==> src/rtl/afh_pkg.sv <==
package afh_pkg;

    typedef enum logic [0:0] {
        ST_IDLE   = 1'b0,
        ST_RESULT = 1'b1
    } dec_state_e;

    typedef struct packed {
        logic accept;
        logic mcast;
    } dec_result_t;

endpackage

==> src/rtl/afh_fold.sv <==
module afh_fold #(
    parameter int ADDR_W = 48,
    parameter int IDX_W  = 6
) (
    input  logic [ADDR_W-1:0] addr,
    output logic [IDX_W-1:0]  index
);

    for (genvar n = 0; n < IDX_W; n++) begin : g_idx
        logic acc;
        always_comb begin
            acc = 1'b0;
            for (int k = n; k < ADDR_W; k += IDX_W) begin
                acc = acc ^ addr[k];
            end
        end
        assign index[n] = acc;
    end

endmodule

==> src/rtl/afh_table.sv <==
module afh_table #(
    parameter int IDX_W  = 6,
    parameter int WORD_W = 32,
    localparam int TBL_W   = 1 << IDX_W,
    localparam int N_WORDS = TBL_W / WORD_W,
    localparam int SEL_W   = (N_WORDS > 1) ? $clog2(N_WORDS) : 1
) (
    input  logic              clk,
    input  logic              rst_n,
    input  logic              wr_en,
    input  logic [SEL_W-1:0]  wr_sel,
    input  logic [WORD_W-1:0] wr_data,
    input  logic [IDX_W-1:0]  rd_index,
    output logic              rd_bit
);

    logic [N_WORDS-1:0][WORD_W-1:0] words_q;
    logic [TBL_W-1:0]               flat;

    for (genvar w = 0; w < N_WORDS; w++) begin : g_word
        always_ff @(posedge clk) begin
            if (!rst_n) begin
                words_q[w] <= '0;
            end else if (wr_en && (wr_sel == SEL_W'(w))) begin
                words_q[w] <= wr_data;
            end
        end
    end

    assign flat   = words_q;
    assign rd_bit = flat[rd_index];

endmodule

==> src/rtl/afh_decide.sv <==
module afh_decide
    import afh_pkg::*;
(
    input  logic clk,
    input  logic rst_n,
    input  logic lookup,
    input  logic addr_lsb,
    input  logic table_bit,
    input  logic ucast_en,
    input  logic mcast_en,
    input  logic copy_all,
    input  logic exact_hit,
    output logic res_valid,
    output logic res_match,
    output logic res_mcast
);

    dec_state_e  state_q, state_d;
    dec_result_t res_q, res_d;
    logic        class_en;

    always_comb begin
        class_en      = addr_lsb ? mcast_en : ucast_en;
        res_d.mcast   = addr_lsb;
        res_d.accept  = copy_all | exact_hit | (table_bit & class_en);
    end

    always_comb begin
        state_d = state_q;
        unique case (state_q)
            ST_IDLE:   state_d = lookup ? ST_RESULT : ST_IDLE;
            ST_RESULT: state_d = lookup ? ST_RESULT : ST_IDLE;
            default:   state_d = ST_IDLE;
        endcase
    end

    always_ff @(posedge clk) begin
        if (!rst_n) begin
            state_q <= ST_IDLE;
            res_q   <= '0;
        end else begin
            state_q <= state_d;
            res_q   <= lookup ? res_d : '0;
        end
    end

    always_comb begin
        res_valid = 1'b0;
        res_match = 1'b0;
        res_mcast = 1'b0;
        unique case (state_q)
            ST_IDLE: ;
            ST_RESULT: begin
                res_valid = 1'b1;
                res_match = res_q.accept;
                res_mcast = res_q.mcast;
            end
            default: ;
        endcase
    end

endmodule

==> src/rtl/addr_hash_filter.sv <==
module addr_hash_filter #(
    parameter int ADDR_W = 48,
    parameter int IDX_W  = 6,
    parameter int WORD_W = 32,
    localparam int TBL_W   = 1 << IDX_W,
    localparam int N_WORDS = TBL_W / WORD_W,
    localparam int SEL_W   = (N_WORDS > 1) ? $clog2(N_WORDS) : 1
) (
    input  logic              clk,
    input  logic              rst_n,
    input  logic              cfg_wr_en,
    input  logic [SEL_W-1:0]  cfg_wr_sel,
    input  logic [WORD_W-1:0] cfg_wr_data,
    input  logic              ucast_en,
    input  logic              mcast_en,
    input  logic              copy_all,
    input  logic              exact_hit,
    input  logic              da_valid,
    input  logic [ADDR_W-1:0] da,
    output logic              match_valid,
    output logic              match,
    output logic              is_mcast
);

    logic [IDX_W-1:0] hash_idx;
    logic             hash_bit;

    afh_fold #(.ADDR_W(ADDR_W), .IDX_W(IDX_W)) u_fold (
        .addr  (da),
        .index (hash_idx)
    );

    afh_table #(.IDX_W(IDX_W), .WORD_W(WORD_W)) u_table (
        .clk      (clk),
        .rst_n    (rst_n),
        .wr_en    (cfg_wr_en),
        .wr_sel   (cfg_wr_sel),
        .wr_data  (cfg_wr_data),
        .rd_index (hash_idx),
        .rd_bit   (hash_bit)
    );

    afh_decide u_decide (
        .clk       (clk),
        .rst_n     (rst_n),
        .lookup    (da_valid),
        .addr_lsb  (da[0]),
        .table_bit (hash_bit),
        .ucast_en  (ucast_en),
        .mcast_en  (mcast_en),
        .copy_all  (copy_all),
        .exact_hit (exact_hit),
        .res_valid (match_valid),
        .res_match (match),
        .res_mcast (is_mcast)
    );

endmodule

==> config.mk <==
export PLATFORM = sky130hd
export DESIGN_NAME = addr_hash_filter
export DESIGN_NICKNAME = d
export VERILOG_FILES = /design/src/rtl/afh_pkg.sv /design/src/rtl/afh_fold.sv /design/src/rtl/afh_table.sv /design/src/rtl/afh_decide.sv /design/src/rtl/addr_hash_filter.sv
export SDC_FILE = /design/constraint.sdc
export NUM_CORES = 1
export LEC_CHECK = 0
export ABC_AREA = 1
export BUFFER_PORTS_ARGS = -buffer_cell sky130_fd_sc_hd__buf_4
export CORE_ASPECT_RATIO = 1.25
export CORE_MARGIN = 1.5
export CORE_UTILIZATION = 24
export CTS_CLUSTER_DIAMETER = 40
export DETAILED_ROUTE_END_ITERATION = 8
export MAX_ROUTING_LAYER = met4
export PLACE_DENSITY = 0.5
export SYNTH_ARGS = -nofsm -noshare
export SYNTH_HDL_FRONTEND = slang
export SYNTH_SLANG_ARGS = --single-unit
==> constraint.sdc <==
create_clock -name clk -period 1.9 [get_ports clk]
set_input_delay 0.285 -clock clk [delete_from_list [all_inputs] [get_ports clk]]
set_output_delay 0.285 -clock clk [all_outputs]
set_load 0.02 [all_outputs]
==> results.cfg <==
[clocking]
cts-root-buf = clkbuf_16
numCtsBuffers = 9
cts_hold_buf = 0
cts_buffer_depth = 2
clock-sinks = 67
cts_resized = 0
tritoncts = built
htree_levels = 3
cts.reportedPaths.clkPinSlew_ns = 0.05
cts_setup_buffers = 0
insertion_delay_ns = 0.33

[synthesis]
ys_seq_area_frac = 0.3702
syn_inst = 528
ys_types = 23
ys_ff_latch = 67
ys_warn_count = 0
syn-num-nets = 617
syn_area_per_cell_um2 = 6.863
syn_area_mm2 = 0.003623

[finish]
final_util = 0.3323
num-nets-final = 713
areaGrowthSynthToFinish_pct = 36.53
layout-drive-gt1-share = 0.2305
diodes = 0
layout_common_cells = buf_4, nand2_1, nand3_1
final_common_cell = buf_4
design_area_mm2 = 0.004947

[pwr]
ir_worst_vdd_mv = 0.3241
p_per_area_mw_per_mm2 = 933.8
leakage_nw = 2.321

[die]
coreArea_mm2 = 0.01489
ios = 92
chipWidth_um = 112.9
start_util = 0.2434
die-area_mm2 = 0.01585
die_y_um = 140.4
std_cell_rows = 50

[setup_path]
crit_type = in2reg
path_cells = buf_4 -> inv_1 -> nand2_1 -> nand2_1 -> nand2_1 -> nand2_1 -> inv_2 -> nand3_4 -> nand2_4 -> buf_4 -> nand2_1 -> nand3_1 -> nand3_1 -> nand3_1 -> nand3_1 -> nand3_1 -> nand2_1 -> nand2_1 -> a21oi_2
crit_family = simple AND/OR/NAND/NOR gates
cp.buffers_inverters = 4
crit_top_cell = nand2_1
start_kind = input pin
cp.arrival_ns = 1.96
critPathRequiredTime_ns = 2.16
critPathSlowestCell = buf_4
cp_max_fo = 11
critPathCaptureType = flip-flop
max_stage_delay_ns = 0.19

[route]
first_pass_iters = 4
dr.first_iter.drc_count = 189
wire_per_inst_um = 12.83
ant_nets = 0
met2_length_um = 4911
dr_wl_met3_um = 423
vias = 3626
routed_via_density = 4.471
wl_met1_um = 4855
wl_um = 10400
highest_layer = met4
drcViolationCount = 0

[sta]
finalHoldViolations = 0
finClkSkew_ns = 0.005758
worst_pin_slew_ns = 0.5341
min_period_over_period = 0.8912
setup_viol = 0
drv_slew = 0
grt_setup_unrepaired = no
fmax_mhz = 590.6
setup_ws_ns = 0.2068
whs_ns = 0.1880
max_slew_margin = 0.6439
period_needed_ns = 1.693
setup_tns_ns = 0

[placed_design]
portBuffers = 91
place_area_mm2 = 0.004612
gp_congestion = 0.9084
dp_hpwl_um = 7798
pre_cts_ws_ns = -0.1910

[run_status]
status = finished, final reports clean

[global_routing]
grt_pass1_wl_um = 16950
grt_pass1_vias = 3547
groute.usage.overall = 0.1385
grt_overflow = 0
antenna_found_initial = 0
grt_start_max_net_pins = 66

[worst_hold_path]
hp-class = in2reg

[run]
maxCapViolations = 0
-- area by class of cell --
cell class              instances  area [um2]
flip-flops and latches         67        1341
fillers                      1607        9942
clock buffers                  11       252.7
multi-input cells             362        1886
inverters                      71       266.5
repair buffers                113       898.4
clock inverters                 5       75.07
well taps                     182       227.7
-- tightest hold or removal path, stage by stage --
cell	delay [ns]
buf_4	0.08
nor2_1	0.03
nor2_1	0.08
-- synth_stat cells --
cell type,n,area [um2]
a21oi_1,42,210.2
a21oi_2,1,8.760
buf_2,5,25.02
buf_4,1,7.510
buf_6,3,33.78
clkbuf_1,19,71.32
clkinv_1,1,3.750
dfxtp_1,67,1341
inv_1,67,251.5
inv_2,3,11.26
nand2_1,74,277.8
nand2_2,4,25.02
nand2_4,3,33.78
nand3_1,69,345.3
nand3_2,3,30.03
nand3_4,1,17.52
nand3b_1,24,180.2
nor2_1,47,176.4
o21ai_0,65,325.3
o21ai_1,1,5.000
or2_1,1,6.260
xnor2_1,16,140.1
xor2_1,11,96.34
-- per-layer routing --
| metal | GRT usage | up-vias |
|---|---|---|
| met4 | 0.05921 | 0 |
| met1 | 0.1683 | 1633 |
| met3 | 0.02423 | 13 |
| li1 | - | 1895 |
| met2 | 0.2259 | 85 |
| met5 | - | - |
-- through the flow --
step                cells  power, mW
floorplan             528      2.341
global placement      795      2.850
detailed placement    795      2.859
CTS                   811      4.678
global route          811      4.886
finish                811      4.620
-- cells by family after synthesis --
group,synth area share
AO/OA/AOI/OAI,0.1516
XOR/XNOR,0.06526
AND/OR/NAND/NOR,0.3015
flip-flops,0.3702
buffers and inverters,0.1115
-- sequential cells by signal (all words and copies together) (netlist names) --
name	cells
u_decide.state_q	1
u_table.flat	64
u_decide.res_q	2
-- report_power, final --
part | total, mW | leakage (nW) | internal (mW) | switching [mW]
Combinational | 1.29 | 1.60 | 0.578 | 0.716
Clock | 1.79 | 0.165 | 1.21 | 0.582
Sequential | 1.53 | 0.553 | 1.50 | 0.0312
Total | 4.62 | 2.32 | 3.29 | 1.33
-- path summary, 6_finish.rpt --
kind,from,to,slack [ns],cells past startpoint
min,cfg_wr_data[12],u_table.flat[12],0.19,3
min reg2reg,u_table.flat[0],u_table.flat[0],0.45,2
max reg2reg,u_table.flat[42],u_decide.res_q[1],0.71,9
max,da[6],u_decide.res_q[1],0.21,19
Note: power is estimated with default switching activity, not from simulation.
